--- config.mk ---
export PLATFORM = sky130hd
export DESIGN_NAME = watchdog_action_timer
export DESIGN_NICKNAME = d
export VERILOG_FILES = /design/src/rtl/wdt_pkg.sv /design/src/rtl/wdt_load_sync.sv /design/src/rtl/wdt_regs.sv /design/src/rtl/wdt_core.sv /design/src/rtl/watchdog_action_timer.sv
export SDC_FILE = /design/constraint.sdc
export NUM_CORES = 1
export LEC_CHECK = 0
export ABC_AREA = 1
export ABC_CLOCK_PERIOD_IN_PS = 6150
export CAP_MARGIN = 20
export CORE_MARGIN = 2
export CORE_UTILIZATION = 30
export CTS_BUF_LIST = sky130_fd_sc_hd__clkbuf_4 sky130_fd_sc_hd__clkbuf_8
export DETAILED_ROUTE_END_ITERATION = 8
export PLACE_DENSITY = 0.58
export SYNTH_ARGS = -nofsm -noshare
export SYNTH_HDL_FRONTEND = slang
export SYNTH_HIERARCHICAL = 1
export SYNTH_SLANG_ARGS = --single-unit
--- constraint.sdc ---
create_clock -name clk -period 6.15 [get_ports clk]
set_input_delay 1.23 -clock clk [delete_from_list [all_inputs] [get_ports clk]]
set_output_delay 1.23 -clock clk [all_outputs]
set_load 0.01 [all_outputs]
--- src/rtl/wdt_pkg.sv ---
package wdt_pkg;

    typedef enum logic [1:0] {
        S_IDLE    = 2'd0,
        S_RUN     = 2'd1,
        S_EXPIRED = 2'd2
    } wdt_state_e;

    typedef enum logic [1:0] {
        ACT_NONE  = 2'd0,
        ACT_IRQ   = 2'd1,
        ACT_NMI   = 2'd2,
        ACT_RESET = 2'd3
    } wdt_act_e;

    localparam int CTRL_OFFSET  = 0;
    localparam int TIMER_OFFSET = 4;

endpackage

--- src/rtl/wdt_load_sync.sv ---
module wdt_load_sync #(
    parameter int DATA_W   = 32,
    parameter int LOAD_LAT = 3
) (
    input  logic              clk,
    input  logic              rst_n,
    input  logic              load_wr,
    input  logic [DATA_W-1:0] load_data,
    output logic              land,
    output logic [DATA_W-1:0] land_data
);

    localparam int LAST = LOAD_LAT - 1;

    for (genvar i = 0; i < LOAD_LAT; i++) begin : g_stage
        logic              v;
        logic [DATA_W-1:0] d;
        if (i == 0) begin : g_head
            always_ff @(posedge clk or negedge rst_n) begin
                if (!rst_n) begin
                    v <= 1'b0;
                    d <= '0;
                end else begin
                    v <= load_wr;
                    d <= load_data;
                end
            end
        end else begin : g_tail
            always_ff @(posedge clk or negedge rst_n) begin
                if (!rst_n) begin
                    v <= 1'b0;
                    d <= '0;
                end else begin
                    v <= g_stage[i-1].v;
                    d <= g_stage[i-1].d;
                end
            end
            // each stage hands its entry to the next on the following edge
            p_shift_r11: assert property (@(posedge clk) disable iff (!rst_n)
                g_stage[i-1].v |=> (v && d == $past(g_stage[i-1].d)));
        end
    end

    assign land      = g_stage[LAST].v;
    assign land_data = g_stage[LAST].d;

    // a timer write is captured at the edge that samples it
    p_capture_r3: assert property (@(posedge clk) disable iff (!rst_n)
        load_wr |=> (g_stage[0].v && g_stage[0].d == $past(load_data)));

endmodule

--- src/rtl/wdt_regs.sv ---
module wdt_regs
    import wdt_pkg::*;
#(
    parameter int ADDR_W = 4,
    parameter int DATA_W = 32
) (
    input  logic              clk,
    input  logic              sys_rst_n,
    input  logic              por_n,
    input  logic              bus_wr,
    input  logic [ADDR_W-1:0] bus_addr,
    input  logic [DATA_W-1:0] bus_wdata,
    input  logic [DATA_W-1:0] cnt,
    input  logic              fire_reset,
    output wdt_act_e          act,
    output wdt_act_e          new_act,
    output logic              ctrl_wr,
    output logic              timer_wr,
    output logic [DATA_W-1:0] bus_rdata
);

    localparam logic [ADDR_W-1:0] A_CTRL  = ADDR_W'(CTRL_OFFSET);
    localparam logic [ADDR_W-1:0] A_TIMER = ADDR_W'(TIMER_OFFSET);
    localparam int                FLAG_B  = DATA_W - 1;

    logic cause_flag;

    assign ctrl_wr  = bus_wr && (bus_addr == A_CTRL);
    assign timer_wr = bus_wr && (bus_addr == A_TIMER);
    assign new_act  = wdt_act_e'(bus_wdata[1:0]);

    always_ff @(posedge clk or negedge sys_rst_n) begin
        if (!sys_rst_n) begin
            act <= ACT_NONE;
        end else if (ctrl_wr) begin
            act <= new_act;
        end
    end

    always_ff @(posedge clk or negedge por_n) begin
        if (!por_n) begin
            cause_flag <= 1'b0;
        end else if (fire_reset) begin
            cause_flag <= 1'b1;
        end
    end

    always_comb begin
        bus_rdata = '0;
        if (bus_addr == A_CTRL) begin
            bus_rdata[FLAG_B] = cause_flag;
            bus_rdata[1:0]    = act;
        end else if (bus_addr == A_TIMER) begin
            bus_rdata = cnt;
        end
    end

    // once set, the reset-cause flag survives until power-on reset
    p_flag_sticky_r8: assert property (@(posedge clk) disable iff (!por_n)
        cause_flag |=> cause_flag);

    // software cannot set the flag through a control write
    p_flag_ro_r2: assert property (@(posedge clk) disable iff (!por_n)
        (ctrl_wr && !fire_reset && !cause_flag) |=> !cause_flag);

endmodule

--- src/rtl/wdt_core.sv ---
module wdt_core
    import wdt_pkg::*;
#(
    parameter int DATA_W = 32
) (
    input  logic              clk,
    input  logic              rst_n,
    input  wdt_act_e          act,
    input  logic              ctrl_wr,
    input  wdt_act_e          new_act,
    input  logic              land,
    input  logic [DATA_W-1:0] land_data,
    output logic [DATA_W-1:0] cnt,
    output logic              fire_reset,
    output logic              irq_gp,
    output logic              irq_nmi,
    output logic              rst_req
);

    wdt_state_e state, nstate;
    wdt_act_e   eff_act;
    logic       disable_now;
    logic       fire;

    assign eff_act     = ctrl_wr ? new_act : act;
    assign disable_now = ctrl_wr && (new_act == ACT_NONE);
    assign fire        = (state == S_RUN) && (cnt == '0) && !land && !disable_now;
    assign fire_reset  = fire && (act == ACT_RESET);

    always_comb begin
        nstate = state;
        unique case (state)
            S_IDLE: begin
                if (disable_now)                       nstate = S_IDLE;
                else if (land)                         nstate = (eff_act != ACT_NONE) ? S_RUN : S_IDLE;
                else if (ctrl_wr)                      nstate = S_RUN;
            end
            S_RUN: begin
                if (disable_now)                       nstate = S_IDLE;
                else if (land)                         nstate = S_RUN;
                else if (fire)                         nstate = S_EXPIRED;
            end
            S_EXPIRED: begin
                if (disable_now)                       nstate = S_IDLE;
                else if (land)                         nstate = S_RUN;
            end
            default:                                   nstate = S_IDLE;
        endcase
    end

    always_ff @(posedge clk or negedge rst_n) begin
        if (!rst_n) state <= S_IDLE;
        else        state <= nstate;
    end

    always_ff @(posedge clk or negedge rst_n) begin
        if (!rst_n) begin
            cnt <= '0;
        end else if (land) begin
            cnt <= land_data;
        end else if (state == S_RUN && cnt != '0) begin
            cnt <= cnt - 1'b1;
        end
    end

    always_ff @(posedge clk or negedge rst_n) begin
        if (!rst_n) begin
            irq_gp  <= 1'b0;
            irq_nmi <= 1'b0;
            rst_req <= 1'b0;
        end else begin
            rst_req <= fire_reset;
            if (land || disable_now) begin
                irq_gp  <= 1'b0;
                irq_nmi <= 1'b0;
            end else if (fire) begin
                if (act == ACT_IRQ) irq_gp  <= 1'b1;
                if (act == ACT_NMI) irq_nmi <= 1'b1;
            end
        end
    end

    // the reset request lasts exactly one cycle
    p_pulse_r7: assert property (@(posedge clk) disable iff (!rst_n)
        rst_req |=> !rst_req);

    // at most one action output at a time
    p_exclusive_r6: assert property (@(posedge clk) disable iff (!rst_n)
        $onehot0({irq_gp, irq_nmi, rst_req}));

    // one step down per clock while running
    p_count_r4: assert property (@(posedge clk) disable iff (!rst_n)
        (state == S_RUN && cnt != '0 && !land) |=> (cnt == $past(cnt) - 1'b1));

    // the count holds while switched off
    p_idle_hold_r9: assert property (@(posedge clk) disable iff (!rst_n)
        (state == S_IDLE && !land) |=> $stable(cnt));

    // after firing, the count stays at zero and no second reset pulse follows
    p_expired_hold_r5: assert property (@(posedge clk) disable iff (!rst_n)
        (state == S_EXPIRED && !land) |=> (cnt == '0 && !rst_req));

    // a landing reload leaves every action output low on the next cycle
    p_land_wins_r10: assert property (@(posedge clk) disable iff (!rst_n)
        land |=> (!rst_req && !irq_gp && !irq_nmi));

endmodule

--- src/rtl/watchdog_action_timer.sv ---
module watchdog_action_timer
    import wdt_pkg::*;
#(
    parameter int ADDR_W   = 4,
    parameter int DATA_W   = 32,
    parameter int LOAD_LAT = 3
) (
    input  logic              clk,
    input  logic              por_n,
    input  logic              rst_n,
    input  logic              bus_wr,
    input  logic [ADDR_W-1:0] bus_addr,
    input  logic [DATA_W-1:0] bus_wdata,
    output logic [DATA_W-1:0] bus_rdata,
    output logic              irq_gp,
    output logic              irq_nmi,
    output logic              rst_req
);

    logic              sys_rst_n;
    wdt_act_e          act;
    wdt_act_e          new_act;
    logic              ctrl_wr;
    logic              timer_wr;
    logic              land;
    logic [DATA_W-1:0] land_data;
    logic [DATA_W-1:0] cnt;
    logic              fire_reset;

    assign sys_rst_n = por_n & rst_n;

    wdt_regs #(.ADDR_W(ADDR_W), .DATA_W(DATA_W)) u_regs (
        .clk        (clk),
        .sys_rst_n  (sys_rst_n),
        .por_n      (por_n),
        .bus_wr     (bus_wr),
        .bus_addr   (bus_addr),
        .bus_wdata  (bus_wdata),
        .cnt        (cnt),
        .fire_reset (fire_reset),
        .act        (act),
        .new_act    (new_act),
        .ctrl_wr    (ctrl_wr),
        .timer_wr   (timer_wr),
        .bus_rdata  (bus_rdata)
    );

    wdt_load_sync #(.DATA_W(DATA_W), .LOAD_LAT(LOAD_LAT)) u_sync (
        .clk       (clk),
        .rst_n     (sys_rst_n),
        .load_wr   (timer_wr),
        .load_data (bus_wdata),
        .land      (land),
        .land_data (land_data)
    );

    wdt_core #(.DATA_W(DATA_W)) u_core (
        .clk        (clk),
        .rst_n      (sys_rst_n),
        .act        (act),
        .ctrl_wr    (ctrl_wr),
        .new_act    (new_act),
        .land       (land),
        .land_data  (land_data),
        .cnt        (cnt),
        .fire_reset (fire_reset),
        .irq_gp     (irq_gp),
        .irq_nmi    (irq_nmi),
        .rst_req    (rst_req)
    );

endmodule

# Word-level counts from Yosys, hierarchy flattened
# Index checks and enable logic that the tools add are counted.
# op_classes
shift	0
n_eq_ne	9
muxes	23
add_sub_neg	1
reduce_logical	24
bitwise	1
div_mod_pow	0
magnitude_cmp	0
multipliers	0
# ops
cell	n
two-way mux 32 bit	3
logical NOT 32 bit	1
nonzero test 32 bit	1
subtractor 32 x 1 -> 32 bit, second input constant	1
two-way mux 29 bit	1
two-way mux 2 bit	10
nonzero test 2 bit	5
logical AND 1 bit	8
two-way mux 1 bit	8
inequality test 4 x 2 -> 1 bit, second input constant	2
== test 2 bit, second input constant	3
case mux 2 bit (3 select lines)	1
== test 2 x 1 -> 1 bit, second input constant	2
== test 4 x 3 -> 1 bit, second input constant	1
logical NOT 2 bit	2
logical NOT 4 bit	1
AND reduction 2 bit	2
inequality test 3 x 2 -> 1 bit, second input constant	1
AND reduction 3 bit	1
logical NOT 1 bit	2
AND 1 bit	1
logical OR 1 bit	1
# word_totals
ramBits	0
latch_bits	0
input_bits	40
romBits	0
out_inout_bits	35
reg_bits	139
wordCells	71
memories	0

# Logic depth before layout (Yosys ltp)
# logic_depth
word_depth	9
mapped_depth	12
mapped_depth_nobuf	11

# Cells and area by module
# Netlist, hierarchy kept.
# by_module_without_submodules
module	area_per_inst_um2	instances	seq_area_each_um2	cells_each
wdt_core	2628.8	1	925.9	403
wdt_load_sync	2477.4	1	2477.4	99
wdt_regs	565.5	1	75.1	90
watchdog_action_timer	7.5	1	0.0	2

# Worst setup path before layout
# OpenSTA, ideal clock, no wires.
# synth_path
path_kind	input port to output port
from	in bus_addr[1]
to	out bus_rdata[10]
arrival_ns	1.819
path_buffers	1
t_required_ns	4.920
cell_stages	4
slack_ns	3.101
path_cell_list	nor2_4 nand3_4 buf_6 nor2_2
# synth_via
elab_chain_cells	3
elab_cells_between_ends	4
cone_classes	eq/ne: 1; mux: 2; reduce/logical: 1
# synth_lines
element	line_no	source
start, declared	watchdog_action_timer.sv:12	input logic [ADDR_W-1:0] bus_addr,
== test 4 x 3 -> 1 bit	wdt_regs.sv:53	end else if (bus_addr == A_TIMER) begin
two-way mux 32 bit	wdt_regs.sv:53	
two-way mux 29 bit *	wdt_regs.sv:50	if (bus_addr == A_CTRL) begin
end, declared	watchdog_action_timer.sv:14	output logic [DATA_W-1:0] bus_rdata,
# Every way passes the cells marked *; elsewhere a longest branch is shown, timed or not.

# Final worst setup path
# layout_path
from	in bus_addr[1]
to	out bus_rdata[18]
# The elaborated chain is that of the path after synthesis.

==> metrics.txt <==
most used cells in the layout excluding fill and tap cells sky130_fd_sc_hd__nand2_1 (159), sky130_fd_sc_hd__dfrtp_1 (139), sky130_fd_sc_hd__clkdlybuf4s50_1 (74), sky130_fd_sc_hd__nor2_1 (65), sky130_fd_sc_hd__inv_1 (57); clk buf depth 2; critical path launch point type input pin; R2R cell count 7; width of the die 141.6 um; Critical Path Most Common Cell sky130_fd_sc_hd__clkdlybuf4s50_1; die height 141.6 um; Detailed Routing Iterations Pass 1 4; Starting DRT DRC Count 205; Crit path depth 5; share of final-layout standard cells stronger than drive strength 1 12.68%; clock sinks 139; GRT Util Overall 13.48%; vias in the first global route 3915; maximum number of pins on one net before global-route repair 102; buffer type at the clock tree root sky130_fd_sc_hd__clkbuf_8; Worst Skew 0.009181 ns; type of the worst setup path input pin to primary output; required time of the worst setup path 4.92 ns; max-slew violations 0; diode count 0; placer congestion estimate 0.8727; outcome completed; upper clock frequency limit 0.2229 GHz; final std cells w/o fill 920; clock tree from TritonCTS yes; Tightest Pin Transition 0.9696 ns; Peak VDD IR 0.1769 mV; Yosys cell types 29; H-Tree Depth 4; Synthesis Warnings 6; core region area 18640 sq um; area growth from synthesis to layout 23.57%; data arrival time of the worst path 3.26 ns; register bit total from synthesis 139; Max-Cap Viols 0; Final ANT Viol Nets 0; end of the worst register-to-register path u_regs/cause_flag; Starting Density 30.46%; number of buffers inserted for hold repair after clock tree synthesis 0; Wirelength per Cell 13.44 um; IO buf count 74; largest driver fanout on the critical path 30; CTS Buf Count 17; vias per cell 4.210; placed instance count 888; final cell utilization of the core 37.64%; critical path, cell by cell clkdlybuf4s50_1 -> nor2_4 -> nand3_4 -> nor2_2 -> clkdlybuf4s50_1; syn nets 636; area of the die 20050 sq um; launching instance or port of the critical path bus_addr[1]; class of the worst hold path flop to flop; Site Rows 50; number of antenna violations at the first check in global routing 0; crit end category primary output; dominant cell type by area after synthesis sky130_fd_sc_hd__dfrtp_1; GRT overflow 0; number of resized instances in the post-cts repair step 0; slew margin rel. 35.29%; ports placed on the boundary 75; number of nets in the final layout 715; routed vias 3873; share of Yosys cell area claimed by the top area cell type 61.25%; commonest non-fill, non-tap cell in the layout sky130_fd_sc_hd__nand2_1; number of fill cells 1928; insertion delay to the later sink of the worst-skew pair 0.44 ns; first-pass GRT wire length 20530 um; portion of the post-synthesis area used by sequential elements 61.25%; buffer count from post-CTS setup fixing 0; Final min period 4.486 ns; PwrDens 392.0 nW/um^2; Final Instance Area 7018 sq um; Critical Path Max Stage Delay 0.56 ns; Total Neg Setup Slack 0 ns; Remaining DRCs 0; setup repair after global routing missed its margin false; startpoint of the worst-slack reg-to-reg timing path u_sync/land; cells after synthesis 594; buffer and inverter count on the worst path 2; synthesized area per cell 9.561 sq um; final setup violation count 0; portion of the clock cycle consumed by the worst path in the final layout 72.95%; clock transition time at the flip-flop clock pins of the worst setup and hold paths 0.07 ns; worst-path cell with the longest stage delay sky130_fd_sc_hd__clkdlybuf4s50_1; summed instance area of the synthesized netlist 5679 sq um; Area contributors post-synth sky130_fd_sc_hd__dfrtp_1 (61%), sky130_fd_sc_hd__nand2_1 (11%), sky130_fd_sc_hd__nor2_1 (4.4%), sky130_fd_sc_hd__nor2_2 (4.0%), sky130_fd_sc_hd__inv_1 (3.8%); total leakage power 3.239 nW; setup slack on the worst flop-to-flop path 3.90 ns; cell area after placement 6599 sq um; CP delay by family, top buffers and inverters; capture point of the worst path bus_rdata[18]; final-report hold violation count 0; detailed-route wire length 12370 um; placed wire-length estimate 8735 um
cells by family (layout without fill, tap and decap cells):
kind of cell / after synthesis / count (layout) / share of synthesized area (%)
DFF: 139 / 139 / 61.25
and+or+nand+nor: 335 / 335 / 26.66
adders and majority gates: 2 / 2 / 0.4406
AOI/OAI and AO/OA: 23 / 23 / 2.269
xor gates and xnor gates: 20 / 20 / 3.084
buffers and inverters: 75 / 167 / 6.301
cell type report:
type,count,area [sq um],area share (%)
Inverter,59,226.5,3.227
Clock buffer,20,256.5,3.655
Multi-Input combinational cell,380,1846,26.30
Timing Repair Buffer,76,755.7,10.77
Clock inverter,12,162.7,2.318
Sequential cell,139,3478,49.56
Tap cell,234,292.8,4.172
cells in the mapped netlist, drive strengths merged:
master  instances
and2            1
a21boi          1
clkbuf          4
nor3            6
inv            58
or2             3
nand2         162
ha              2
nor2          108
nor4            1
nand4           9
a21oi           5
o211ai          1
o21ai          16
buf            12
dfrtp         139
xnor2           8
nand3b          1
xor2           12
clkinv          1
nand3          44
stage by stage:
stage                     setup WS (ns)  hold slack [ns]  power (mW)
after global placement            1.668           0.3326       2.000
after CTS                         1.603           0.3519       2.795
after global routing              1.490           0.3536       2.971
final                             1.664           0.3484       2.751
after detailed placement          1.605           0.3347       2.007
after floorplan                   1.191           0.3312       1.791
flip-flops by register name, summed over array words and instances, names as in the netlist, 2 cells and up:
| name | cells |
|---|---|
| u_core/cnt | 32 |
| u_regs/act | 2 |
| u_sync/land_data | 32 |
| u_sync/g_stage.d | 64 |
| u_sync/g_stage.v | 2 |
| u_core/state | 2 |
where the power goes:
group / leakage (nW) / internal (mW) / switching, mW
clock network: 0.214 / 0.421 / 0.351
registers: 1.74 / 1.04 / 0.148
logic: 1.28 / 0.276 / 0.519
how the worst min path moves through the flow:
stage                       startpoint                 endpoint  cells past startpoint
2_1_floorplan   u_sync/g_stage[0].d[0]   u_sync/g_stage[1].d[0]                      0
3_5_place_dp   u_sync/g_stage[0].d[13]  u_sync/g_stage[1].d[13]                      0
5_1_grt        u_sync/g_stage[1].d[10]     u_sync/land_data[10]                      0
6_report        u_sync/g_stage[1].d[7]      u_sync/land_data[7]                      0
3_3_place_gp   u_sync/g_stage[0].d[20]  u_sync/g_stage[1].d[20]                      0
4_1_cts         u_sync/g_stage[1].d[7]      u_sync/land_data[7]                      0
per-layer routing:
layer  part of all wire, %  track usage (%)  up-vias
met5                     0                0        -
met4                  0.57            4.105        0
met3                   4.6            3.780        4
met2                    46            20.87       84
met1                    49            18.48     1796
li1                      -                -     1989
worst register-to-register path: cells and delay by family (launching register included):
| kind | cells | cell delay [ns] |
|---|---|---|
| flops | 1 | 0.33 |
| buf+inv | 2 | 0.93 |
| simple gates | 5 | 0.87 |
No activity file was read; power rests on OpenSTA's default activity.
